[src/rtl/fpcc_pkg.sv]
package fpcc_pkg;

    localparam int PRED_W  = 8;
    localparam int CLASS_W = 5;
    localparam int INV_IDX = 0;

    typedef enum logic [2:0] {
        OP_EQ    = 3'd0,
        OP_GT    = 3'd1,
        OP_GE    = 3'd2,
        OP_UO    = 3'd3,
        OP_CLASS = 3'd4,
        OP_MIN   = 3'd5,
        OP_MAX   = 3'd6,
        OP_RSVD  = 3'd7
    } fpcc_op_e;

    typedef struct packed {
        logic sign;
        logic zero;
        logic normal;
        logic subnorm;
        logic inf;
        logic nan;
        logic snan;
    } fp_class_t;

endpackage

[src/rtl/fpcc_classify.sv]
module fpcc_classify
    import fpcc_pkg::*;
#(
    parameter int EXP_W = 8,
    parameter int MAN_W = 23
) (
    input  logic [EXP_W+MAN_W:0] val_i,
    output fp_class_t            cls_o
);
    localparam int W = EXP_W + MAN_W + 1;

    logic [EXP_W-1:0] exp_f;
    logic [MAN_W-1:0] man_f;
    logic             exp_max, exp_min, man_nil;

    assign exp_f   = val_i[W-2:MAN_W];
    assign man_f   = val_i[MAN_W-1:0];
    assign exp_max = &exp_f;
    assign exp_min = ~|exp_f;
    assign man_nil = ~|man_f;

    always_comb begin
        cls_o.sign    = val_i[W-1];
        cls_o.zero    = exp_min & man_nil;
        cls_o.subnorm = exp_min & ~man_nil;
        cls_o.normal  = ~exp_min & ~exp_max;
        cls_o.inf     = exp_max & man_nil;
        cls_o.nan     = exp_max & ~man_nil;
        cls_o.snan    = exp_max & ~man_nil & ~man_f[MAN_W-1];
    end

    // every encoding falls in exactly one class
    always_comb begin
        assert_class_onehot_R5: assert ($onehot({cls_o.zero, cls_o.normal, cls_o.subnorm,
                                                  cls_o.inf, cls_o.nan}) || $isunknown(val_i));
    end

endmodule

[src/rtl/fpcc_order.sv]
module fpcc_order
    import fpcc_pkg::*;
#(
    parameter int W = 32
) (
    input  logic [W-1:0] a_i,
    input  logic [W-1:0] b_i,
    input  fp_class_t    ca_i,
    input  fp_class_t    cb_i,
    output logic         lt_o,
    output logic         eq_o,
    output logic         unord_o
);
    logic [W-2:0] mag_a, mag_b;
    logic         both_zero, mag_lt, mag_gt;

    assign mag_a     = a_i[W-2:0];
    assign mag_b     = b_i[W-2:0];
    assign both_zero = ca_i.zero & cb_i.zero;
    assign mag_lt    = mag_a < mag_b;
    assign mag_gt    = mag_a > mag_b;

    always_comb begin
        unord_o = ca_i.nan | cb_i.nan;
        eq_o    = ~unord_o & (both_zero | (a_i == b_i));
        lt_o    = 1'b0;
        if (!unord_o && !both_zero) begin
            if (ca_i.sign != cb_i.sign) begin
                lt_o = ca_i.sign;
            end else if (ca_i.sign) begin
                lt_o = mag_gt;
            end else begin
                lt_o = mag_lt;
            end
        end
    end

    always_comb begin
        assert_order_excl_R3: assert (!(lt_o && eq_o) || $isunknown({a_i, b_i}));
    end

endmodule

[src/rtl/fpcc_minmax.sv]
module fpcc_minmax
    import fpcc_pkg::*;
#(
    parameter int W = 32
) (
    input  logic [W-1:0] a_i,
    input  logic [W-1:0] b_i,
    input  fp_class_t    ca_i,
    input  fp_class_t    cb_i,
    input  logic         lt_i,
    input  logic         is_max_i,
    output logic [W-1:0] res_o
);
    always_comb begin
        if (ca_i.nan && cb_i.nan) begin
            res_o = '1;
        end else if (ca_i.nan) begin
            res_o = b_i;
        end else if (cb_i.nan) begin
            res_o = a_i;
        end else if (ca_i.zero && cb_i.zero) begin
            // min prefers the negative zero, max the positive one
            if (is_max_i) begin
                res_o = ca_i.sign ? b_i : a_i;
            end else begin
                res_o = ca_i.sign ? a_i : b_i;
            end
        end else if (is_max_i) begin
            res_o = lt_i ? b_i : a_i;
        end else begin
            res_o = lt_i ? a_i : b_i;
        end
    end

endmodule

[src/rtl/fp_cmp_class.sv]
module fp_cmp_class
    import fpcc_pkg::*;
#(
    parameter int SP_EXP = 8,
    parameter int SP_MAN = 23,
    parameter int DP_EXP = 11,
    parameter int DP_MAN = 52,
    parameter int DATA_W = DP_EXP + DP_MAN + 1,
    parameter int FLAG_W = 5
) (
    input  logic              clk_i,
    input  logic              rst_ni,
    input  logic              in_valid_i,
    input  logic [2:0]        op_i,
    input  logic              dbl_i,
    input  logic [DATA_W-1:0] opa_i,
    input  logic [DATA_W-1:0] opb_i,
    input  logic [FLAG_W-1:0] flags_i,
    output logic              out_valid_o,
    output logic [DATA_W-1:0] result_o,
    output logic [FLAG_W-1:0] flags_o,
    output logic              invalid_o
);
    localparam int NPREC = 2;

    typedef struct packed {
        logic              valid;
        logic [DATA_W-1:0] result;
        logic [FLAG_W-1:0] flags;
        logic              inv;
    } state_t;

    state_t st_d, st_q;

    fpcc_op_e                      op_e;
    fp_class_t [NPREC-1:0]         cls_a, cls_b;
    logic [NPREC-1:0]              lt_v, eq_v, un_v;
    logic [NPREC-1:0][DATA_W-1:0]  mm_v;
    logic                          is_max;

    assign op_e   = fpcc_op_e'(op_i);
    assign is_max = (op_e == OP_MAX);

    for (genvar p = 0; p < NPREC; p++) begin : g_prec
        localparam int EW = (p == 0) ? SP_EXP : DP_EXP;
        localparam int MW = (p == 0) ? SP_MAN : DP_MAN;
        localparam int PW = EW + MW + 1;

        logic [PW-1:0] a_s, b_s, mm_s;

        assign a_s = opa_i[PW-1:0];
        assign b_s = opb_i[PW-1:0];

        fpcc_classify #(.EXP_W(EW), .MAN_W(MW)) u_cls_a (.val_i(a_s), .cls_o(cls_a[p]));
        fpcc_classify #(.EXP_W(EW), .MAN_W(MW)) u_cls_b (.val_i(b_s), .cls_o(cls_b[p]));

        fpcc_order #(.W(PW)) u_order (
            .a_i     (a_s),
            .b_i     (b_s),
            .ca_i    (cls_a[p]),
            .cb_i    (cls_b[p]),
            .lt_o    (lt_v[p]),
            .eq_o    (eq_v[p]),
            .unord_o (un_v[p])
        );

        fpcc_minmax #(.W(PW)) u_minmax (
            .a_i      (a_s),
            .b_i      (b_s),
            .ca_i     (cls_a[p]),
            .cb_i     (cls_b[p]),
            .lt_i     (lt_v[p]),
            .is_max_i (is_max),
            .res_o    (mm_s)
        );

        assign mm_v[p] = DATA_W'(mm_s);
    end

    fp_class_t          ca, cb;
    logic               lt_s, eq_s, un_s, gt_s;
    logic [CLASS_W-1:0] cls_mask, cls_hit;

    assign ca       = cls_a[dbl_i];
    assign cb       = cls_b[dbl_i];
    assign lt_s     = lt_v[dbl_i];
    assign eq_s     = eq_v[dbl_i];
    assign un_s     = un_v[dbl_i];
    assign gt_s     = ~un_s & ~eq_s & ~lt_s;
    assign cls_mask = opb_i[CLASS_W-1:0];
    assign cls_hit  = cls_mask & {ca.nan, ca.inf, ca.subnorm, ca.normal, ca.zero};

    logic              pred, is_pred, inv;
    logic [DATA_W-1:0] data_res;
    logic [FLAG_W-1:0] flg;

    always_comb begin
        st_d       = st_q;
        st_d.valid = in_valid_i;
        pred       = 1'b0;
        is_pred    = 1'b1;
        inv        = 1'b0;
        data_res   = '0;
        flg        = flags_i;
        case (op_e)
            OP_EQ:    pred = eq_s;
            OP_GT:    pred = gt_s;
            OP_GE:    pred = gt_s | eq_s;
            OP_UO:    pred = un_s;
            OP_CLASS: begin
                pred = |cls_hit;
                flg  = '0;
            end
            OP_MIN, OP_MAX: begin
                is_pred  = 1'b0;
                data_res = mm_v[dbl_i];
                inv      = dbl_i ? (ca.nan | cb.nan) : (ca.snan | cb.snan);
                flg[INV_IDX] = flg[INV_IDX] | inv;
            end
            default:  pred = 1'b0;
        endcase
        if (in_valid_i) begin
            st_d.result = is_pred ? DATA_W'({PRED_W{pred}}) : data_res;
            st_d.flags  = flg;
            st_d.inv    = inv;
        end
    end

    always_ff @(posedge clk_i) begin
        if (!rst_ni) begin
            st_q <= '0;
        end else begin
            st_q <= st_d;
        end
    end

    assign out_valid_o = st_q.valid;
    assign result_o    = st_q.result;
    assign flags_o     = st_q.flags;
    assign invalid_o   = st_q.inv;

    assert_valid_follow_R1: assert property (@(posedge clk_i) disable iff (!rst_ni)
        in_valid_i |=> out_valid_o);

    assert_pred_form_R1: assert property (@(posedge clk_i) disable iff (!rst_ni)
        (in_valid_i && op_i <= 3'd4) |=>
        (result_o[DATA_W-1:PRED_W] == '0 &&
         (result_o[PRED_W-1:0] == '0 || result_o[PRED_W-1:0] == '1)));

    assert_quiet_nan_R2: assert property (@(posedge clk_i) disable iff (!rst_ni)
        (in_valid_i && op_i <= 3'd2 && (ca.nan || cb.nan)) |=> (result_o == '0));

    assert_unord_nan_R4: assert property (@(posedge clk_i) disable iff (!rst_ni)
        (in_valid_i && op_e == OP_UO && (ca.nan || cb.nan)) |=>
        (result_o[PRED_W-1:0] == '1));

    assert_class_clear_R6: assert property (@(posedge clk_i) disable iff (!rst_ni)
        (in_valid_i && op_e == OP_CLASS) |=> (flags_o == '0 && !invalid_o));

    assert_dp_invalid_R9: assert property (@(posedge clk_i) disable iff (!rst_ni)
        (in_valid_i && dbl_i && (op_e == OP_MIN || op_e == OP_MAX) && (ca.nan || cb.nan))
        |=> (invalid_o && flags_o[INV_IDX]));

    assert_flag_pass_R11: assert property (@(posedge clk_i) disable iff (!rst_ni)
        (in_valid_i && op_i <= 3'd3) |=> (flags_o == $past(flags_i) && !invalid_o));

endmodule

[config.mk]
export PLATFORM = sky130hd
export DESIGN_NAME = fp_cmp_class
export DESIGN_NICKNAME = d
export VERILOG_FILES = /design/src/rtl/fpcc_pkg.sv /design/src/rtl/fpcc_classify.sv /design/src/rtl/fpcc_order.sv /design/src/rtl/fpcc_minmax.sv /design/src/rtl/fp_cmp_class.sv
export SDC_FILE = /design/constraint.sdc
export NUM_CORES = 1
export LEC_CHECK = 0
export BUFFER_PORTS_ARGS = -buffer_cell sky130_fd_sc_hd__buf_2
export CORE_AREA = 2 2 161 163
export DETAILED_ROUTE_END_ITERATION = 7
export DIE_AREA = 0 0 163 165
export SLEW_MARGIN = 0
export SYNTH_ARGS = -nofsm -noshare
export SYNTH_HDL_FRONTEND = slang
export SYNTH_SLANG_ARGS = --single-unit
[constraint.sdc]
create_clock -name clk_i -period 4.05 [get_ports clk_i]
set_input_delay 0.81 -clock clk_i [delete_from_list [all_inputs] [get_ports clk_i]]
set_output_delay 0.81 -clock clk_i [all_outputs]
set_load 0.1 [all_outputs]
==> impl_metrics.csv, run 1 <==
group,metric,value,unit
run_status,status,"completed",
logic_synthesis,synthMuxAreaShare,0.02995,
logic_synthesis,ys_async_sr_fraction,0,
job,max_cap_violations,0,
worst_setup_path,crit_fanout,22,
clock_network,worstSkewPairLatency,350,ps
worst_setup_path,crit_path_max_incr_delay,420,ps
detailed_routing,drt-total-wl,32420,µm
worst_setup_path,path_delay_family,"simple AND/OR/NAND/NOR gates",
timing,period_needed,3748,ps
logic_synthesis,synthAdderAreaFrac,0.1090,
timing,slew_viol_final,0,
global_routing,first_global_vias,9171,
placed_design,dp_hpwl,23910,µm
global_routing,grt_util_met1,0.3145,
worst_setup_path,crit_path_end_kind,"register",
floorplan,die_x,163,µm
logic_synthesis,synth_top_cell_by_area,"dfxtp_1",
global_routing,grtUsageMet3,0.04671,
timing,timing.fmax,0.2668,GHz
logic_synthesis,synth_compound_area_frac,0.3405,
worst_setup_path,reg2reg_depth,4,
logic_synthesis,ys_seq_area_frac,0.1849,
placed_design,port_buffers,210,
clock_network,post-cts-setup-buffer-count,0,
finish,nets,1548,
detailed_routing,vias,9712,
finish,drive_gt1_frac,0.2498,
worst_setup_path,startpoint_type,"input pin",
global_routing,grt.total_usage,0.2367,
logic_synthesis,synth_top_family_by_area,"compound AO/OA/AOI/OAI gates",
logic_synthesis,yosysTopAreaCellShare,0.1849,
detailed_routing,dr.pass1.iters,8,
logic_synthesis,synth_simple_gate_area_frac,0.2580,
floorplan,initial_core_util,0.3070,
timing,slew_headroom,0.3883,
clock_network,clock-root-buffer,"clkbuf_16",
floorplan,dieArea,0.02690,mm²
floorplan,rows,58,
logic_synthesis,synth_edf_count,0,
logic_synthesis,netlist_instances,1102,
logic_synthesis,ys_ff_latch,71,
pwr,power,2635,µW
finish,syn_to_final_growth,30.42,%
logic_synthesis,synth_xor_area_frac,0,
clock_network,ctsResizeCount,0,
timing,rsz0062_at_grt,"no",
clock_network,clockBufferDepth,2,
timing,finalSetupViolCount,0,
hold_path,hp-class,"reg -> reg",
logic_synthesis,yosysUniqueCellTypes,62,
clock_network,ctsHtreeMaxLevel,3,
global_routing,grt_max_degree,61,
logic_synthesis,synth_area_leaders,"dfxtp_1 18%, ha_1 11%, a21oi_1 8.1%, o21ai_0 5.9%, nand2_1 5.3%",
global_routing,gr-usage-met2,0.3891,
detailed_routing,drc,0,
logic_synthesis,syn_area,0.007687,mm²
pwr,p_leak,0.004691,µW
pwr,power_density,262.8,mW/mm²
worst_setup_path,worstPathArrival,4040,ps
worst_setup_path,slowest_stage,"or3_4",
logic_synthesis,avgSynthCellArea,6.976,µm²
finish,final_cells,1680,
global_routing,antenna_found_initial,6,
logic_synthesis,synth-main-ff-cell,"dfxtp_1",
global_routing,grt-ovfl-total,0,
hold_path,hold_depth,2,
global_routing,grt_busiest_layer,"met2",
clock_network,cts_tree,"built",
clock_network,clock_sinks,71,
floorplan,core-area,0.02504,mm²
floorplan,die_h,165,µm
floorplan,io_pins,211,
detailed_routing,dr.first_iter.drc_count,890,
worst_setup_path,crit_type,"in -> reg",
clock_network,cts_hold_buffers,0,
worst_setup_path,cp_num_cells,15,
logic_synthesis,ys_warn_count,0,
worst_setup_path,crit_required,4340,ps
timing,worst_pin_slew,917.5,ps
detailed_routing,routedWlPerCell,19.30,µm
worst_setup_path,crit_chain,"buf_2, buf_4, nor4_1, buf_4, nand4_1, buf_4, nor4_2, nor4_2, or3_4, nor4_2, or3_1, buf_12, nand3_1, a211oi_1, a221o_1",
timing,hold_viol,0,
global_routing,grt_pass1_wl,50170,µm
worst_setup_path,crit_buf_inv,5,
placed_design,gp_congestion,0.9312,
placed_design,placed_cells,1660,
detailed_routing,ant_nets,0,
logic_synthesis,yosysMostFrequentCell,"a21oi_1",
clock_network,cts_buffers,9,
detailed_routing,vias_per_cell,5.781,
timing,finalCritPeriodShare,0.9255,
logic_synthesis,syn-num-nets,1309,
pwr,irDropWorstVdd,0.0001913,V
timing,finClkSkew,0,ps
clock_network,clk_pin_slew,60,ps
logic_synthesis,yosys-top-cells-count,"124 x a21oi_1, 109 x nand2_1, 90 x o21ai_0",
==> final timing paths <==
| path | startpoint | endpoint | slack, ps |
|---|---|---|---|
| max | opb_i[18] | result_o[55]$_SDFFE_PN0P_ | 300 |
| min reg2reg | flags_o[1]$_SDFFE_PN0P_ | flags_o[1]$_SDFFE_PN0P_ | 470 |
| min | flags_o[1]$_SDFFE_PN0P_ | flags_o[1]$_SDFFE_PN0P_ | 470 |
| max reg2reg | result_o[1]$_SDFFE_PN0P_ | result_o[1]$_SDFFE_PN0P_ | 2970 |
==> stage by stage <==
step	worst slack [ps]	setup TNS [ps]	util	cell area (µm²)	hold slack, ps
4_1_cts	321.8	0	0.4000	10010	462.4
3_3_place_gp	-10.61	-183.7	0.3873	9696	449.4
2_1_floorplan	335.1	0	-	7687	905.3
6_report	301.8	0	0.4005	10030	465.4
3_5_place_dp	-42.22	-1228	0.3873	9696	452.1
5_1_grt	50.11	0	0.4002	10020	480.3
==> layout by cell type, fill, tap and decap left out, types with 10 or more instances in the layout <==
cell	instances
dfxtp_1	71
o21ai_0	89
nand2b_1	23
nor4_1	29
nand3_1	48
a41oi_1	11
ha_1	67
a211oi_1	10
o211a_1	10
nor3_1	51
o211ai_1	33
buf_12	11
buf_4	81
nand4_1	31
buf_2	210
o311a_1	16
inv_1	74
a221o_1	33
nor2_1	68
a21o_1	16
a21oi_1	123
and3_1	15
nand2_1	109
mux2i_1	23
==> state kept, by name, summed over array words and instances (netlist names) <==
| register | cells |
|---|---|
| invalid_o | 1 |
| flags_o | 5 |
| out_valid_o | 1 |
| result_o | 64 |
==> cell type report <==
class / count / area, µm²
antenna: 5 / 12.51
clock inverter: 6 / 92.59
clock buffer: 9 / 225.2
inverter: 74 / 277.8
tap: 330 / 412.9
sequential: 71 / 1421
multi-input combinational: 883 / 5704
timing repair buffer: 302 / 1879
fill: 2708 / 15010
==> worst reg2reg max path: cells and delay by family, from the launching register on <==
family,cells,cell delay [ps]
compound gates,2,530
simple gates,2,150
flops,1,310
==> logic make-up (layout without fill, tap and decap cells) <==
logic type               after synthesis  after routing
AND/OR/NAND/NOR                      402            402
buffers and inverters                148            391
other                                  0              5
AO/OA/AOI/OAI                        391            391
adder cells (fa/ha/maj)               67             67
multiplexers                          23             23
flip-flops                            71             71
==> report_power, final <==
part           total, µW  internal [µW]  switching [µW]
logic                996            349             647
clock network        901            541             360
registers            738            724            13.9
total               2640           1610            1020
==> routing by layer <==
metal | vias up | part of all wire
met5 | - | 0.00074
met3 | 63 | 0.093
met4 | 4 | 0.021
met1 | 4498 | 0.43
li1 | 4646 | -
met2 | 501 | 0.45
(Power assumes the default switching activity.)
==> run 2, diff against run 1 <==
--- a/config.mk
+++ b/config.mk
@@ -6,9 +6,9 @@
 export NUM_CORES = 1
 export LEC_CHECK = 0
 export BUFFER_PORTS_ARGS = -buffer_cell sky130_fd_sc_hd__buf_2
-export CORE_AREA = 2 2 161 163
+export CORE_AREA = 2 2 137 192
 export DETAILED_ROUTE_END_ITERATION = 7
-export DIE_AREA = 0 0 163 165
+export DIE_AREA = 0 0 139 194
 export SLEW_MARGIN = 0
 export SYNTH_ARGS = -nofsm -noshare
 export SYNTH_HDL_FRONTEND = slang
==> impl_metrics.csv, run 2 (synthesis results as in run 1) <==
group,metric,value,unit
detailed_routing,routedWlPerCell,19.77,µm
clock_network,ctsResizeCount,0,
timing,period_needed,3768,ps
global_routing,grt_pass1_wl,51330,µm
clock_network,clk_pin_slew,60,ps
floorplan,die_h,194,µm
clock_network,post-cts-setup-buffer-count,0,
timing,finClkSkew,0,ps
clock_network,worstSkewPairLatency,350,ps
timing,finalSetupViolCount,0,
detailed_routing,drc,0,
placed_design,gp_congestion,0.9275,
worst_setup_path,crit_end,"result_o[57]$_SDFFE_PN0P_",
global_routing,first_global_vias,9538,
finish,nets,1573,
global_routing,grt_max_degree,62,
clock_network,cts_tree,"built",
pwr,power,2593,µW
pwr,power_density,256.6,mW/mm²
detailed_routing,vias_per_cell,5.829,
timing,slew_headroom,0.5276,
timing,slew_viol_final,0,
worst_setup_path,worstPathArrival,4010,ps
worst_setup_path,ff2ff_setup_slack,2950,ps
hold_path,hp-class,"reg -> reg",
finish,syn_to_final_growth,31.46,%
worst_setup_path,crit_type,"in -> reg",
pwr,irDropWorstVdd,0.0002103,V
worst_setup_path,r2r_end,"result_o[63]$_SDFFE_PN0P_",
floorplan,core-area,0.02521,mm²
floorplan,io_pins,211,
worst_setup_path,crit_path_end_kind,"register",
finish,final_cell_mix,"210 x buf_2, 123 x a21oi_1, 112 x buf_4, 109 x nand2_1, 89 x o21ai_0",
detailed_routing,dr.first_iter.drc_count,710,
pwr,p_leak,0.004795,µW
clock_network,cts_buffers,9,
timing,finalCritPeriodShare,0.9304,
timing,timing.fmax,0.2654,GHz
worst_setup_path,crit_required,4290,ps
timing,worst_pin_slew,708.6,ps
global_routing,grt.total_usage,0.2369,
finish,final_common_cell,"buf_2",
detailed_routing,drt-total-wl,33430,µm
placed_design,dp_hpwl,25160,µm
floorplan,dieArea,0.02697,mm²
timing,finalSetupTns,0,ps
worst_setup_path,reg2reg_depth,4,
floorplan,die_x,139,µm
detailed_routing,vias,9856,
detailed_routing,ant_nets,0,
clock_network,cts_hold_buffers,0,
global_routing,antenna_found_initial,3,
clock_network,ctsHtreeMaxLevel,3,
finish,final_cells,1691,
worst_setup_path,crit_fanout,29,
finish,largest_reg_flops,64,
floorplan,initial_core_util,0.3049,
clock_network,clock_sinks,71,
finish,drive_gt1_frac,0.2640,
timing,holdWs,461.6,ps
worst_setup_path,startpoint,"opb_i[5]",
clock_network,clockBufferDepth,2,
worst_setup_path,r2r_start,"result_o[63]$_SDFFE_PN0P_",
placed_design,placed_cells,1674,
timing,hold_viol,0,
job,max_cap_violations,0,
run_status,status,"completed",
detailed_routing,dr.pass1.iters,6,
placed_design,port_buffers,210,
finish,postLayoutCoreUtil,0.4009,
floorplan,rows,69,
clock_network,clock-root-buffer,"clkbuf_16",
worst_setup_path,startpoint_type,"input pin",
global_routing,grt-ovfl-total,0,
timing,rsz0062_at_grt,"no",
-- run 2: where the power goes --
| group | switching [µW] | total, µW | internal, µW |
|---|---|---|---|
| Sequential | 14.0 | 739 | 725 |
| Clock | 352 | 862 | 510 |
| Combinational | 649 | 992 | 343 |
-- run 2: area by class of cell --
type	count	area, µm²
inverter	74	277.8
fill	2694	15100
multi-input combinational	883	5704
tap	319	399.1
antenna	1	2.502
timing repair buffer	327	1992
sequential	71	1421
clock buffer	11	252.7
clock inverter	5	56.30
-- run 2: worst min-delay path by stage --
stage,end,cells past startpoint,from,slack [ps]
global route,flags_o[4]$_SDFFE_PN0P_,2,flags_o[4]$_SDFFE_PN0P_,490
global placement,flags_o[3]$_SDFFE_PN0P_,2,flags_o[3]$_SDFFE_PN0P_,450
CTS,flags_o[1]$_SDFFE_PN0P_,2,flags_o[1]$_SDFFE_PN0P_,470
detailed placement,flags_o[1]$_SDFFE_PN0P_,2,flags_o[1]$_SDFFE_PN0P_,450
floorplan,flags_o[1]$_SDFFE_PN0P_,2,flags_o[1]$_SDFFE_PN0P_,910
finish,flags_o[1]$_SDFFE_PN0P_,2,flags_o[1]$_SDFFE_PN0P_,460
-- run 2: critical path, stage by stage --
cell and delay, ps:
buf_2 140, nor4_1 440, buf_4 200, nand4_1 150
nor4_2 270, buf_4 180, nor4_2 70, or3_4 410
nor4_2 250, buf_4 160, o21ai_2 80, a31oi_2 250
buf_12 210, nor3_1 70, a221o_1 290
-- run 2: metal layers --
layer,up-vias,GRT usage,wire length (µm)
met5,-,0,22
met4,4,0.1220,1504
met3,93,0.03532,2313
met2,473,0.4154,16510
met1,4594,0.2784,13090
li1,4692,-,-
-- run 2: per-stage QoR --
stage | cell area (µm²) | setup slack (ps)
floorplan | 7687 | 335.1
global placement | 9794 | -150.4
detailed placement | 9794 | -113.0
CTS | 10100 | 248.5
global route | 10110 | 21.69
finish | 10110 | 281.9
